### config.mk
export PLATFORM = sky130hd
export DESIGN_NAME = fourphase_link
export DESIGN_NICKNAME = d
export VERILOG_FILES = /design/src/rtl/fp_pkg.sv /design/src/rtl/fp_sync.sv /design/src/rtl/fp_setup_timer.sv /design/src/rtl/fp_word_hold.sv /design/src/rtl/fourphase_link.sv
export SDC_FILE = /design/constraint.sdc
export NUM_CORES = 1
export LEC_CHECK = 0
export ABC_CLOCK_PERIOD_IN_PS = 2000
export BUFFER_PORTS_ARGS = -buffer_cell sky130_fd_sc_hd__buf_2
export CELL_PAD_IN_SITES_DETAIL_PLACEMENT = 2
export CELL_PAD_IN_SITES_GLOBAL_PLACEMENT = 2
export CORE_ASPECT_RATIO = 2
export CORE_MARGIN = 3
export CORE_UTILIZATION = 29
export CTS_BUF_LIST = sky130_fd_sc_hd__clkbuf_8
export DETAILED_ROUTE_END_ITERATION = 8
export PLACE_DENSITY = 0.88
export SYNTH_ARGS = -nofsm -noshare
export SYNTH_HDL_FRONTEND = slang
export SYNTH_SLANG_ARGS = --single-unit
export TNS_END_PERCENT = 10
### constraint.sdc
create_clock -name clk -period 2 [get_ports clk]
set_clock_uncertainty 0.15 [all_clocks]
set_input_delay 0.3 -clock clk [delete_from_list [all_inputs] [get_ports clk]]
set_output_delay 0.3 -clock clk [all_outputs]
set_load 0.005 [all_outputs]
### src/rtl/fp_pkg.sv
package fp_pkg;

    typedef enum logic [2:0] {
        ST_IDLE     = 3'd0,
        ST_WAIT_REQ = 3'd1,
        ST_SETUP    = 3'd2,
        ST_STROBE   = 3'd3,
        ST_WAIT_LOW = 3'd4
    } link_state_e;

    typedef enum logic {
        ROLE_SOURCE = 1'b0,
        ROLE_ANSWER = 1'b1
    } link_role_e;

    function automatic logic state_drives_data(link_state_e s);
        return (s == ST_SETUP) || (s == ST_STROBE);
    endfunction

endpackage

### src/rtl/fp_sync.sv
module fp_sync #(
    parameter int STAGES = 2
) (
    input  logic clk,
    input  logic rst,
    input  logic async_i,
    output logic sync_o
);
    logic [STAGES-1:0] chain;

    generate
        for (genvar i = 0; i < STAGES; i++) begin : g_stage
            if (i == 0) begin : g_first
                always_ff @(posedge clk) begin
                    if (rst) chain[0] <= 1'b0;
                    else     chain[0] <= async_i;
                end
            end else begin : g_next
                always_ff @(posedge clk) begin
                    if (rst) chain[i] <= 1'b0;
                    else     chain[i] <= chain[i-1];
                end
            end
        end
    endgenerate

    assign sync_o = chain[STAGES-1];
endmodule

### src/rtl/fp_setup_timer.sv
module fp_setup_timer #(
    parameter int CYC = 4
) (
    input  logic clk,
    input  logic rst,
    input  logic run_i,
    output logic done_o
);
    localparam int CW = $clog2(CYC) + 1;
    localparam logic [CW-1:0] LAST = CW'(CYC - 1);

    logic [CW-1:0] cnt;

    always_ff @(posedge clk) begin
        if (rst || !run_i) cnt <= '0;
        else if (cnt != LAST) cnt <= cnt + 1'b1;
    end

    assign done_o = run_i && (cnt == LAST);

    a_r3_count_in_range: assert property (@(posedge clk) disable iff (rst)
        cnt <= LAST);
endmodule

### src/rtl/fp_word_hold.sv
module fp_word_hold #(
    parameter int W = 8
) (
    input  logic         clk,
    input  logic         rst,
    input  logic         load_i,
    input  logic [W-1:0] d_i,
    output logic [W-1:0] q_o
);
    always_ff @(posedge clk) begin
        if (rst)         q_o <= '0;
        else if (load_i) q_o <= d_i;
    end
endmodule

### src/rtl/fourphase_link.sv
module fourphase_link
    import fp_pkg::*;
#(
    parameter int DATA_W      = 8,
    parameter int SETUP_CYC   = 4,
    parameter int SYNC_STAGES = 2
) (
    input  logic              clk,
    input  logic              rst,
    input  logic              mode_i,
    input  logic              in_valid,
    output logic              in_ready,
    input  logic [DATA_W-1:0] in_data,
    output logic [DATA_W-1:0] link_data_o,
    output logic              link_oe,
    output logic              link_strobe,
    input  logic              link_resp_i
);
    link_state_e state, state_nx;
    link_role_e  role_q;
    logic        far_s;
    logic        setup_done;
    logic        take;

    fp_sync #(.STAGES(SYNC_STAGES)) u_sync (
        .clk(clk), .rst(rst), .async_i(link_resp_i), .sync_o(far_s)
    );

    fp_setup_timer #(.CYC(SETUP_CYC)) u_timer (
        .clk(clk), .rst(rst), .run_i(state == ST_SETUP), .done_o(setup_done)
    );

    assign take = (state == ST_IDLE) && in_valid;

    fp_word_hold #(.W(DATA_W)) u_hold (
        .clk(clk), .rst(rst), .load_i(take), .d_i(in_data), .q_o(link_data_o)
    );

    always_ff @(posedge clk) begin
        if (rst)       role_q <= ROLE_SOURCE;
        else if (take) role_q <= link_role_e'(mode_i);
    end

    always_comb begin
        state_nx = state;
        case (state)
            ST_IDLE:     if (in_valid) state_nx = mode_i ? ST_WAIT_REQ : ST_SETUP;
            ST_WAIT_REQ: if (far_s) state_nx = ST_SETUP;
            ST_SETUP:    if (setup_done) state_nx = ST_STROBE;
            ST_STROBE: begin
                if (role_q == ROLE_SOURCE) begin
                    if (far_s) state_nx = ST_WAIT_LOW;
                end else if (!far_s) begin
                    state_nx = ST_IDLE;
                end
            end
            ST_WAIT_LOW: if (!far_s) state_nx = ST_IDLE;
            default:     state_nx = ST_IDLE;
        endcase
    end

    always_ff @(posedge clk) begin
        if (rst) state <= ST_IDLE;
        else     state <= state_nx;
    end

    assign in_ready    = (state == ST_IDLE);
    assign link_oe     = state_drives_data(state);
    assign link_strobe = (state == ST_STROBE);

    a_r8_strobe_needs_data: assert property (@(posedge clk) disable iff (rst)
        link_strobe |-> link_oe);
    a_r8_data_stable: assert property (@(posedge clk) disable iff (rst)
        (link_oe && $past(link_oe)) |-> $stable(link_data_o));
    a_r3_setup_before_strobe: assert property (@(posedge clk) disable iff (rst)
        $rose(link_oe) |-> !link_strobe);
    a_r4_release_together: assert property (@(posedge clk) disable iff (rst)
        $fell(link_strobe) |-> !link_oe);
    a_r9_ready_when_released: assert property (@(posedge clk) disable iff (rst)
        in_ready |-> (!link_oe && !link_strobe));
endmodule

Yosys cells after proc, flatten, opt, wreduce, memory -nomap -nowiden --
Cells that the tools add are included.
Cells by class: add/sub/neg operators 1, multiply operators 0, divide/modulo/power cells 0, order comparisons 0, equal/unequal tests 10, shift operators 0, muxes and demuxes 8, bitwise gates (word level) 0, reduce and logical (&&, ||, !) cells 7
Operators by type and width (count):
- 2-to-1 mux 3 bit | 6
- case mux 3 bit (5 select lines) | 1
- == test 3 x 2 -> 1 bit, second input constant | 3
- inequality test 2 bit, second input constant | 2
- AND reduction 4 bit | 1
- adder 3 x 1 -> 3 bit, second input constant | 1
- == test 3 x 1 -> 1 bit, second input constant | 1
- == test 3 bit, second input constant | 1
- logical NOT 3 bit | 1
- inequality test 3 x 1 -> 1 bit, second input constant | 1
- inequality test 3 x 2 -> 1 bit, second input constant | 1
- logical AND 1 bit | 2
- logical OR 1 bit | 2
- 2-to-1 mux 2 bit | 1
- inequality test 2 x 1 -> 1 bit, second input constant | 1
- logical NOT 1 bit | 1
Storage, ports and cells: register bits after elaboration 17, latch bits 0, memory bits (writable) 0, ROM bits 0, input port bits 13, logic and storage cells 32, memories kept 0

Logic depth before layout (Yosys ltp) --
Gate-level depths: netlist of run 1.
word-level depth 4, gate-level depth with buffers 5

By module --
Synthesis of run 1 repeated with hierarchy kept, for this count alone.
Second synthesis, totals: cells, all modules 74, area, all modules 755.7 µm²
By module, submodules not included:
- fp_word_hold | times used 1, cells each 26, area an instance 285.3 µm², sequential area each 160.2 µm²
- fourphase_link | times used 1, cells each 30, area an instance 269.0 µm², sequential area each 80.1 µm²
- fp_setup_timer | times used 1, cells each 14, area an instance 148.9 µm², sequential area each 60.1 µm²
- fp_sync | times used 1, cells each 4, area an instance 52.6 µm², sequential area each 40.0 µm²

Worst setup path after synthesis of run 1 --
OpenSTA, ideal clock, no wires.
path type register to register, from reg state[2], to reg role_q, library setup time 132 ps, arrival time 1180 ps, path slack 537 ps, stages on the path, launching flop included 6, buffers on the path 2, clock period less this slack 1463 ps, cells stage by stage dfxtp_1 > buf_6 > or4b_4 > buf_6 > nand2_1 > a21oi_1
On the way: word-level cells in the longest chain between the ends 2
Ends and longest elaborated chain:
- from (decl) | RTL line fourphase_link.sv:19 | link_state_e state, state_nx;
- from (signal assigned) | RTL line fourphase_link.sv:64 | else state <= state_nx;
- logical NOT 3 bit | RTL line fourphase_link.sv:33 | assign take = (state == ST_IDLE) && in_valid;
- logical AND 1 bit | RTL line fourphase_link.sv:33
- to (signal assigned) | RTL line fourphase_link.sv:41 | else if (take) role_q <= link_role_e'(mode_i);
- to (decl) | RTL line fourphase_link.sv:20 | link_role_e role_q;
Every way passes these cells. A chain may end at the register's enable or synchronous reset.

Worst setup path after layout of run 1 --
from reg state[1], to out link_strobe
On the way: word-level cells in the longest chain between the ends 1
Ends and longest elaborated chain:
- == test 3 x 2 -> 1 bit | RTL line fourphase_link.sv:69 | assign link_strobe = (state == ST_STROBE);
- to (decl) | RTL line fourphase_link.sv:16 | output logic link_strobe,
Every way passes these cells.

==> results_tabular.tex, run 1 <==
\begin{tabular}{lr}
\hline
Metric & Value \\
\hline
\multicolumn{2}{l}{\textbf{Layout}} \\
\quad Layout fillers & 289 \\
\quad Fraction of layout cells with a size suffix above 1 & 0.278 \\
\quad Finished Layout Cells & 135 \\
\quad Area used by sequential logic in the layout & 340 µm² \\
\quad Total area of multi-input combinational cells & 377 µm² \\
\quad Inserted Diodes & 0 \\
\quad Post-synthesis to final-layout area growth & 20.9\% \\
\quad Post-layout nets & 124 \\
\quad Final design utilization & 0.377 \\
\multicolumn{2}{l}{\textbf{Global route}} \\
\quad Number of antenna violations at the first check in global routing & 0 \\
\quad First-pass GRT wire length & 3490 µm \\
\quad Global-route total usage across every layer & 0.135 \\
\quad Number of global-route vias before repair & 786 \\
\quad Grt ovf & 0 \\
\quad Maximum number of pins on one net before global-route repair & 15 \\
\multicolumn{2}{l}{\textbf{STA}} \\
\quad Setup violators final & 0 \\
\quad Maximum operating frequency & 596 MHz \\
\quad Max-slew headroom at the worst pin & 0.642 \\
\quad Min Clock Period, post-route & 1.68 ns \\
\quad Post-route clock period utilization & 0.838 \\
\quad Final Slew Violations & 0 \\
\quad RSZ-0062 raised after global routing & false \\
\quad Actual transition at the worst max-transition pin & 0.534 ns \\
\quad Final setup TNS & 0 ns \\
\quad Number of hold violations in the final report & 0 \\
\multicolumn{2}{l}{\textbf{Worst setup path}} \\
\quad Kind of critical path & reg2out \\
\quad Worst-path maximum fanout & 12 \\
\quad WP data required & 1.55 ns \\
\quad Type of element launching the critical path & flop \\
\quad CP Data Arrival Time & 1.23 ns \\
\quad Kind of end point of the critical path & output port \\
\multicolumn{2}{l}{\textbf{Floorplanning}} \\
\quad Vert. Die Dim & 78.4 µm \\
\quad Boundary Pins & 24 \\
\quad Initial Utilization & 0.312 \\
\quad Overall die area & 0.00331 mm² \\
\quad Die X-Extent & 42.2 µm \\
\quad Floorplan row count & 25 \\
\quad Std-Cell Core Area & 0.00244 mm² \\
\multicolumn{2}{l}{\textbf{Logic synthesis}} \\
\quad Area of the mapped netlist & 761 µm² \\
\quad Most numerous cell in the Yosys netlist & nand2\_1 \\
\quad Sequential element share of the synthesized area & 0.447 \\
\quad Synthesized area per cell & 8.85 µm² \\
\quad Fraction of registers with async set/reset & 0 \\
\quad Top post-synthesis cells by count & nand2\_1 (20), dfxtp\_1 (17), a21oi\_1 (11) \\
\quad Post-Synthesis Net Count & 101 \\
\quad Gate count of the mapped netlist & 86 \\
\quad Post-synth EDFFs & 0 \\
\quad Unique cell type count in the Yosys netlist & 25 \\
\quad Cell taking the most area after synthesis & dfxtp\_1 \\
\quad Synth Flop Type & dfxtp\_1 \\
\quad Number of warning messages in the yosys log & 0 \\
\quad Cell types occupying the most area after synthesis & dfxtp\_1 (45\%), nand2\_1 (9.9\%), a21oi\_1 (7.2\%), mux2i\_1 (3.9\%), ha\_1 (3.3\%) \\
\quad Number of register bits inferred by synthesis & 17 \\
\quad Share of the synthesized area in the top cell type & 0.447 \\
\multicolumn{2}{l}{\textbf{Power and ir drop}} \\
\quad Reported leakage power & 0.409 nW \\
\quad Maximum VDD drop & 0.446 mV \\
\quad Power per cell area & 884 mW/mm² \\
\multicolumn{2}{l}{\textbf{Clock network}} \\
\quad Clk buf depth & 2 \\
\quad Number of buffers inserted during clock tree synthesis & 3 \\
\quad Num Clock Sinks & 17 \\
\quad CTS tree & yes \\
\quad \# hold bufs at CTS & 0 \\
\quad Post-cts resize count & 0 \\
\quad Maximum level of the CTS H-tree & 1 \\
\quad Post-CTS setup buffers & 0 \\
\quad Clock network latency to the later pin of the worst-skew pair & 0.25 ns \\
\quad Clock-pin slew reported for the worst setup and hold paths after clock tree synthesis & 0.06 ns \\
\quad Clk root buf & clkbuf\_8 \\
\multicolumn{2}{l}{\textbf{Route}} \\
\quad Total vias in the final route & 680 \\
\quad Iteration count of the initial detailed-routing pass & 3 \\
\quad Final routed DRC violation total & 0 \\
\quad Antenna violation net count after detailed routing & 0 \\
\quad Routed wire length per instance & 14.3 µm \\
\quad Vias/cell & 5.04 \\
\quad Drt initial violations & 2 \\
\quad Total Wirelength & 1930 µm \\
\multicolumn{2}{l}{\textbf{Status}} \\
\quad Run status & finished, final reports clean \\
\multicolumn{2}{l}{\textbf{Flow run}} \\
\quad Max-cap violation count & 0 \\
\multicolumn{2}{l}{\textbf{Hold path}} \\
\quad Hold Crit Class & in2reg \\
\multicolumn{2}{l}{\textbf{Place}} \\
\quad Total instance count after detailed placement & 131 \\
\quad HPWL Detailed & 1550 µm \\
\quad Placer congestion estimate & 0.685 \\
\quad \# port buffers & 23 \\
\hline
\end{tabular}
worst paths after layout:
check | startpoint | end | slack (ns) | depth (start not counted)
setup / recovery | state[1] | link_strobe | 0.32 | 2
hold / removal | link_resp_i | u_sync.chain[0] | 0.12 | 2
setup reg to reg | u_timer.cnt[0] | state[1] | 0.43 | 5
hold reg to reg | u_sync.chain[0] | u_sync.sync_o | 0.31 | 1
layout make-up:
class / count / area share
Clock buffer: 3 / 0.0449
Clock inverter: 1 / 0.00544
Inverter: 2 / 0.00816
Multi-Input combinational cell: 62 / 0.410
Sequential cell: 17 / 0.370
Tap cell: 27 / 0.0367
Timing Repair Buffer: 23 / 0.125
metrics by stage:
stage               cell area, µm²  worst slack (ns)  hold slack, ns  power [mW]
global route                   920             0.261           0.128       0.864
global placement               873             0.521           0.273       0.558
CTS                            920             0.313           0.118       0.827
floorplan                      761             0.537           0.222       0.512
finish                         920             0.323           0.118       0.813
detailed placement             873             0.423           0.299       0.567
registers in the layout, summed over array words and instances, names as in the netlist:
name	cells
u_hold.q_o	8
state	3
u_timer.cnt	3
role_q	1
u_sync.chain	1
u_sync.sync_o	1
report_power, final:
| part | switching [mW] | leakage, nW | internal, mW |
|---|---|---|---|
| Sequential | 0.0372 | 0.139 | 0.368 |
| Clock | 0.118 | 0.0255 | 0.138 |
| Combinational | 0.0749 | 0.245 | 0.0765 |
| Total | 0.230 | 0.409 | 0.582 |
per-layer routing:
layer	vias to the layer above	routed length [µm]	GRT usage
met5	-	0	0
met4	0	16	0.0717
met3	2	83	0.0229
met2	19	1160	0.265
met1	329	669	0.124
li1	330	-	-
layout by cell type (no fill, tap or decap):
| cell type | n |
|---|---|
| a311o_1 | 1 |
| clkbuf_8 | 3 |
| inv_1 | 2 |
| ha_1 | 2 |
| a22oi_1 | 2 |
| buf_2 | 23 |
| nor3_1 | 2 |
| a211o_1 | 1 |
| nor3b_1 | 3 |
| nand2_1 | 20 |
| and3b_1 | 1 |
| dfxtp_1 | 17 |
| and2b_1 | 1 |
| xnor2_1 | 1 |
| clkinv_2 | 1 |
| or4b_4 | 1 |
| xor2_1 | 1 |
| mux2i_1 | 3 |
| or3_1 | 1 |
| nor2_1 | 6 |
| nor4b_4 | 1 |
| a21oi_1 | 11 |
| nand2b_1 | 1 |
| nor2b_1 | 2 |
| or2_2 | 1 |
critical path, stage by stage (launching register included):
cell and delay, ns:
dfxtp_1 0.61, and3b_1 0.24, buf_2 0.12
cells by family after synthesis:
logic type | synth area share
AO/OA/AOI/OAI | 0.117
XOR/XNOR | 0.0230
adder cells (fa/ha/maj) | 0.0329
buffers and inverters | 0.0576
flip-flops | 0.447
multiplexers | 0.0395
AND/OR/NAND/NOR | 0.283
No activity file was read; power rests on OpenSTA's default activity.
==> run 2: changes to the inputs <==
Settings changed: ABC_CLOCK_PERIOD_IN_PS 2000 to 1360, CORE_UTILIZATION 29 to 26, PLACE_DENSITY 0.88 to 0.84.
Clock period 2 ns to 1.36 ns, I/O delays scaled along.
==> run 2 against run 1 <==
Net effect:
- the run now ends with negative setup slack left
- clock-buffer cell count unchanged
- final cell count rose by 10%
- worst setup slack got worse by 0.41 ns
- via count increased by 6.2%
- total power is 60% higher
- largest power group unchanged
- clock power grew 46%
- first-iteration DRC count grew to 2.5 times the previous value
- critical path depth is 1 higher
- wire length rose by 26%
- global-route usage grew 0.72 points
==> results_tabular.tex, run 2 (synthesis results as in run 1) <==
\begin{tabular}{lr}
\hline
Metric & Value \\
\hline
\multicolumn{2}{l}{\textbf{Route}} \\
\quad Vias/cell & 4.85 (-3.8\%) \\
\quad Antenna violation net count after detailed routing & 0 (unchanged) \\
\quad Total vias in the final route & 722 (+6.2\%) \\
\quad Final routed DRC violation total & 0 (unchanged) \\
\quad Iteration count of the initial detailed-routing pass & 2 (-1) \\
\quad Routed wire length per instance & 16.3 µm (+14\%) \\
\quad Drt initial violations & 5 (+3) \\
\quad Total Wirelength & 2430 µm (+26\%) \\
\multicolumn{2}{l}{\textbf{Clock network}} \\
\quad Maximum level of the CTS H-tree & 1 (unchanged) \\
\quad \# hold bufs at CTS & 0 (unchanged) \\
\quad Num Clock Sinks & 17 (unchanged) \\
\quad Clock-pin slew reported for the worst setup and hold paths after clock tree synthesis & 0.06 ns (about the same) \\
\quad Clk root buf & clkbuf\_8 \\
\quad Number of buffers inserted during clock tree synthesis & 3 (unchanged) \\
\quad Clk buf depth & 2 (unchanged) \\
\quad Clock network latency to the later pin of the worst-skew pair & 0.26 ns (about the same) \\
\quad CTS tree & yes \\
\multicolumn{2}{l}{\textbf{Global route}} \\
\quad Maximum number of pins on one net before global-route repair & 12 (-3) \\
\quad First-pass GRT wire length & 3650 µm (+4.6\%) \\
\quad Number of global-route vias before repair & 805 (+2.4\%) \\
\quad Grt ovf & 0 (unchanged) \\
\quad Number of antenna violations at the first check in global routing & 0 (unchanged) \\
\quad Global-route total usage across every layer & 0.142 (+0.00725) \\
\multicolumn{2}{l}{\textbf{STA}} \\
\quad Number of hold violations in the final report & 0 (unchanged) \\
\quad Final Slew Violations & 0 (unchanged) \\
\quad Setup violators final & 12 (+12) \\
\quad Min Clock Period, post-route & 1.44 ns \\
\quad Actual transition at the worst max-transition pin & 0.249 ns (-0.285 ns) \\
\quad Worst hold slack across all endpoints & 0.0207 ns (-0.0971 ns) \\
\quad Maximum operating frequency & 693 MHz \\
\quad Setup slack of the critical path after layout & -0.0838 ns (-0.407 ns) \\
\quad Post-route clock period utilization & 1.06 \\
\quad Max-slew headroom at the worst pin & 0.833 (+0.191) \\
\quad RSZ-0062 raised after global routing & true \\
\multicolumn{2}{l}{\textbf{Place}} \\
\quad Total instance count after detailed placement & 142 (+8.4\%) \\
\quad Placer congestion estimate & 0.690 (+0.73\%) \\
\quad Area of placed instances & 946 µm² (+8.3\%) \\
\quad \# port buffers & 23 (unchanged) \\
\quad HPWL Detailed & 1790 µm (+16\%) \\
\multicolumn{2}{l}{\textbf{Status}} \\
\quad Run status & finished, violations left \\
\quad Violated checks & negative setup slack \\
\multicolumn{2}{l}{\textbf{Hold path}} \\
\quad Worst Hold Launch & rst \\
\quad Hold Crit Class & in2reg \\
\quad Endpoint of the worst hold path & state[2] \\
\quad Count of cells along the worst hold path & 2 (unchanged) \\
\multicolumn{2}{l}{\textbf{Floorplanning}} \\
\quad Die X-Extent & 44.3 µm (+4.8\%) \\
\quad Initial Utilization & 0.275 (-0.0372) \\
\quad Vert. Die Dim & 82.5 µm (+5.2\%) \\
\quad Overall die area & 0.00365 mm² (+10\%) \\
\quad Boundary Pins & 24 (unchanged) \\
\quad Floorplan row count & 27 (+8.0\%) \\
\quad Std-Cell Core Area & 0.00277 mm² (+14\%) \\
\multicolumn{2}{l}{\textbf{Worst setup path}} \\
\quad Type of element launching the critical path & flop \\
\quad Worst Reg-to-Reg Cells & 3 (-2) \\
\quad Kind of end point of the critical path & output port \\
\quad Setup slack, reg-to-reg & -0.03 ns (-0.46 ns) \\
\quad Worst-path maximum fanout & 6 (-6) \\
\quad Timing startpoint of the critical path & state[2] \\
\quad WP data required & 1.01 ns (-0.54 ns) \\
\quad Kind of critical path & reg2out \\
\quad Critical register-to-register path startpoint & state[1] \\
\quad End of the worst register-to-register path & role\_q \\
\quad CP Data Arrival Time & 1.09 ns (-0.14 ns) \\
\multicolumn{2}{l}{\textbf{Layout}} \\
\quad Finished Layout Cells & 149 (+10\%) \\
\quad Post-synthesis to final-layout area growth & 44.7\% \\
\quad Leading cell type in the layout, fill and taps excluded & buf\_2 \\
\quad Flip-flop count of the largest register, all copies and words added & 8 (unchanged) \\
\quad Final instance area & 0.00110 mm² (+20\%) \\
\quad Inserted Diodes & 0 (unchanged) \\
\quad Final design utilization & 0.397 (+0.0205) \\
\quad Most flops, register & u\_hold.q\_o \\
\quad Highest-count cells in the layout ignoring fill and taps & buf\_2 (23), nand2\_1 (20), dfxtp\_1 (12) \\
\quad Largest registers & u\_hold.q\_o (8), state (3), u\_timer.cnt (3) \\
\quad Fraction of layout cells with a size suffix above 1 & 0.483 (+0.206) \\
\quad Post-layout nets & 136 (+9.7\%) \\
\quad Layout fillers & 326 (+13\%) \\
\multicolumn{2}{l}{\textbf{Power and ir drop}} \\
\quad Power per cell area & 1180 mW/mm² (+33\%) \\
\quad Reported leakage power & 0.484 nW (+18\%) \\
\quad Maximum VDD drop & 0.763 mV (+71\%) \\
\multicolumn{2}{l}{\textbf{Flow run}} \\
\quad Max-cap violation count & 0 (unchanged) \\
\hline
\end{tabular}
run 2: changes by cell type in the layout (fill, tap and decap cells not counted), moves of 2 or more:
cell     change
buf_4        +8
a21oi_1      -6
a21oi_2      +6
dfxtp_1      -5
buf_6        +4
dfxtp_2      +4
ha_1         -2
ha_4         +2
run 2: power breakdown:
part	total (mW)	switching, mW	internal [mW]
combinational	0.349	0.173	0.176
sequential	0.575	0.0332	0.542
clock	0.375	0.174	0.201
total	1.30	0.379	0.919
run 2: worst max-delay path by stage:
stage,endpoint,slack (ns),depth (start not counted)
2_1_floorplan,role_q,-0.05,5
3_3_place_gp,role_q,-0.004,3
3_5_place_dp,state[0],-0.08,5
4_1_cts,link_strobe,-0.08,3
5_1_grt,state[1],-0.14,5
6_report,link_strobe,-0.08,3
run 2: timing repair:
item	CTS	global route
pin swaps	4	5
endpoints found under the setup margin	16	17
setup buffers	3	0
resized for setup	11	12
run 2: worst max-delay path, stage by stage (launching register included):
cell	delay, ns
dfxtp_4	0.37
buf_6	0.12
and3b_1	0.21
buf_2	0.12
run 2: layout make-up:
class	instances	area (µm²)	share of cell area
Clock inverter	1	3.75	0.00341
Multi-Input combinational cell	62	443	0.402
Tap cell	29	36.3	0.0330
Sequential cell	17	349	0.317
Clock buffer	3	41.3	0.0375
Timing Repair Buffer	35	220	0.200
Inverter	2	7.51	0.00682
run 2: routing by layer:
metal | up-vias | global-route usage | share of wire
met2 | 23 | 0.276 | 0.58
met4 | 0 | 0.0997 | 0.029
li1 | 354 | - | -
met5 | - | 0 | 0
met3 | 5 | 0.0174 | 0.040
met1 | 340 | 0.127 | 0.35
run 2: metrics by stage:
stage	TNS (ns)	power (mW)	setup WS [ns]
6_report	-0.306	1.30	-0.0838
5_1_grt	-1.08	1.38	-0.143
3_5_place_dp	-0.416	0.879	-0.0819
2_1_floorplan	-0.434	0.754	-0.0468
3_3_place_gp	-0.00448	0.859	-0.00448
4_1_cts	-0.342	1.28	-0.0807
==> run 3: changes to the inputs <==
Settings changed: MAX_ROUTING_LAYER set to met4.
==> run 3 against run 2 <==
Net effect:
- the run still ends with negative setup slack left
- combinational power about the same
- worst setup slack hardly changed
- non-clock buffer count did not move
- utilization did not move
- total power about the same
- clock-buffer cell count unchanged
- fmax hardly changed
- hold slack about the same
- clock power hardly changed
- die area is the same
- largest power group unchanged
- highest routed layer unchanged
==> results_tabular.tex, run 3 (synthesis results as in run 1) <==
\begin{tabular}{lr}
\hline
Metric & Value \\
\hline
\multicolumn{2}{l}{\textbf{Clock network}} \\
\quad Number of buffers inserted during clock tree synthesis & 3 (unchanged) \\
\quad Clk buf depth & 2 (unchanged) \\
\quad \# hold bufs at CTS & 0 (unchanged) \\
\quad Num Clock Sinks & 17 (unchanged) \\
\quad Maximum level of the CTS H-tree & 1 (unchanged) \\
\quad CTS tree & yes \\
\quad Clock network latency to the later pin of the worst-skew pair & 0.26 ns (about the same) \\
\quad Clk root buf & clkbuf\_8 \\
\quad Clock-pin slew reported for the worst setup and hold paths after clock tree synthesis & 0.06 ns (about the same) \\
\multicolumn{2}{l}{\textbf{Global route}} \\
\quad Grt ovf & 0 (unchanged) \\
\quad Number of antenna violations at the first check in global routing & 0 (unchanged) \\
\quad First-pass GRT wire length & 3660 µm (+0.19\%) \\
\quad Number of global-route vias before repair & 805 (unchanged) \\
\quad Maximum number of pins on one net before global-route repair & 12 (unchanged) \\
\quad Global-route total usage across every layer & 0.146 (+0.00382) \\
\multicolumn{2}{l}{\textbf{Layout}} \\
\quad Flip-flop count of the largest register, all copies and words added & 8 (unchanged) \\
\quad Leading cell type in the layout, fill and taps excluded & buf\_2 \\
\quad Finished Layout Cells & 149 (unchanged) \\
\quad Inserted Diodes & 0 (unchanged) \\
\quad Fraction of layout cells with a size suffix above 1 & 0.483 (unchanged) \\
\quad Largest registers & u\_hold.q\_o (8), state (3), u\_timer.cnt (3) \\
\quad Highest-count cells in the layout ignoring fill and taps & buf\_2 (23), nand2\_1 (20), dfxtp\_1 (12) \\
\quad Post-synthesis to final-layout area growth & 44.7\% (unchanged) \\
\quad Post-layout nets & 136 (unchanged) \\
\quad Most flops, register & u\_hold.q\_o \\
\multicolumn{2}{l}{\textbf{Floorplanning}} \\
\quad Floorplan row count & 27 (unchanged) \\
\quad Die X-Extent & 44.3 µm (unchanged) \\
\quad Vert. Die Dim & 82.5 µm (unchanged) \\
\quad Overall die area & 0.00365 mm² (unchanged) \\
\quad Boundary Pins & 24 (unchanged) \\
\quad Initial Utilization & 0.275 (unchanged) \\
\quad Std-Cell Core Area & 0.00277 mm² (unchanged) \\
\multicolumn{2}{l}{\textbf{STA}} \\
\quad Min Clock Period, post-route & 1.44 ns (+0.000229 ns) \\
\quad RSZ-0062 raised after global routing & true \\
\quad Maximum operating frequency & 693 MHz (about the same) \\
\quad Setup slack of the critical path after layout & -0.0840 ns (-0.000229 ns) \\
\quad Final Slew Violations & 0 (unchanged) \\
\quad Actual transition at the worst max-transition pin & 0.249 ns (unchanged) \\
\quad Post-route clock period utilization & 1.06 (about the same) \\
\quad Number of hold violations in the final report & 0 (unchanged) \\
\quad Final setup TNS & -0.305 ns (+0.00157 ns) \\
\quad Max-slew headroom at the worst pin & 0.833 (unchanged) \\
\quad Setup violators final & 12 (unchanged) \\
\multicolumn{2}{l}{\textbf{Worst setup path}} \\
\quad Kind of cell adding the most delay to the critical path & flip-flops \\
\quad Count of buffering cells on the critical path with inverters included & 2 (unchanged) \\
\quad Worst path slowest cell & dfxtp\_4 \\
\quad Type of element launching the critical path & flop \\
\quad WP data required & 1.01 ns (about the same) \\
\quad Kind of end point of the critical path & output port \\
\quad Timing startpoint of the critical path & state[2] \\
\quad CP Data Arrival Time & 1.09 ns (about the same) \\
\quad Cells along the critical path & buf\_6 -> and3b\_1 -> buf\_2 \\
\quad Critical register-to-register path startpoint & state[1] \\
\quad Worst-path maximum fanout & 6 (unchanged) \\
\quad CP max stage delay & 0.37 ns (about the same) \\
\quad Kind of critical path & reg2out \\
\multicolumn{2}{l}{\textbf{Hold path}} \\
\quad Hold Crit Class & in2reg \\
\quad Worst Hold Launch & rst \\
\multicolumn{2}{l}{\textbf{Power and ir drop}} \\
\quad P\_int & 919 µW (about the same) \\
\quad Reported leakage power & 0.484 nW (unchanged) \\
\quad NetSw & 380 µW (+0.20\%) \\
\quad Switching share of power & 0.293 (+0.000406) \\
\quad Combinational cell fraction of total power & 0.269 (about the same) \\
\quad Maximum VDD drop & 0.764 mV (about the same) \\
\quad Clk network pwr share & 0.289 (about the same) \\
\quad Power per cell area & 1180 mW/mm² (about the same) \\
\quad Proportion of power drawn by flip-flops and latches & 0.443 (about the same) \\
\multicolumn{2}{l}{\textbf{Route}} \\
\quad Vias/cell & 4.85 (unchanged) \\
\quad Final routed DRC violation total & 0 (unchanged) \\
\quad Drt initial violations & 1 (-4) \\
\quad Iteration count of the initial detailed-routing pass & 2 (unchanged) \\
\quad Total Wirelength & 2440 µm (+0.41\%) \\
\quad Total vias in the final route & 722 (unchanged) \\
\quad Antenna violation net count after detailed routing & 0 (unchanged) \\
\quad Routed wire length per instance & 16.4 µm (+0.41\%) \\
\multicolumn{2}{l}{\textbf{Place}} \\
\quad HPWL Detailed & 1790 µm (unchanged) \\
\quad Placer congestion estimate & 0.697 (+1.1\%) \\
\quad Total instance count after detailed placement & 142 (unchanged) \\
\quad \# port buffers & 23 (unchanged) \\
\multicolumn{2}{l}{\textbf{Flow run}} \\
\quad Max-cap violation count & 0 (unchanged) \\
\multicolumn{2}{l}{\textbf{Status}} \\
\quad Violated checks & negative setup slack \\
\quad Run status & finished, violations left \\
\hline
\end{tabular}
-- run 3: metal layers --
metal  vias up  global-route usage  share of wire
met5         -                   -              0
met4         0              0.0997          0.029
met3         5              0.0152          0.040
met2        23               0.276           0.58
met1       340               0.128           0.35
li1        354                   -              -
-- run 3: power by group through the flow --
stage	combinational, mW	sequential [mW]	clock [mW]
finish	0.349	0.575	0.375
global route	0.387	0.579	0.410
CTS	0.327	0.573	0.383
detailed placement	0.299	0.580	0
global placement	0.284	0.575	0
floorplan	0.177	0.577	0
-- run 3: layout make-up --
| class | count | area (µm²) |
|---|---|---|
| clock inverters | 1 | 3.75 |
| clock buffers | 3 | 41.3 |
| multi-input cells | 62 | 443 |
| flip-flops and latches | 17 | 349 |
| fillers | 326 | 1670 |
| repair buffers | 35 | 220 |
| well taps | 29 | 36.3 |
| inverters | 2 | 7.51 |
-- run 3: final timing paths --
path,to,slack [ns],depth (start not counted)
max,link_strobe,-0.08,3
min,state[2],0.02,2
max reg2reg,role_q,-0.03,3
min reg2reg,u_sync.sync_o,0.30,1
-- run 3: what timing repair did --
action                     in CTS  in global routing
buffers inserted                3                  0
gates resized for setup        11                 12
pin swaps                       4                  5
setup endpoints to repair      16                 17
-- run 3: worst reg2reg max path, delay by kind of cell (launching register included) --
| kind | cells | cell delay, ns |
|---|---|---|
| DFF | 1 | 0.34 |
| AOI/OAI and AO/OA | 1 | 0.06 |
| and+or+nand+nor | 2 | 0.74 |
-- run 3: per-stage QoR --
step	total power, mW	area, µm²	setup slack, ns	utilization	hold slack [ns]
after global placement	0.859	946	-0.00448	0.341	0.269
after floorplan	0.754	763	-0.0468	-	0.126
final	1.30	1100	-0.0840	0.397	0.0205
after CTS	1.28	1040	-0.0807	0.376	0.0225
after global routing	1.38	1100	-0.143	0.397	0.0242
after detailed placement	0.879	946	-0.0819	0.341	0.284
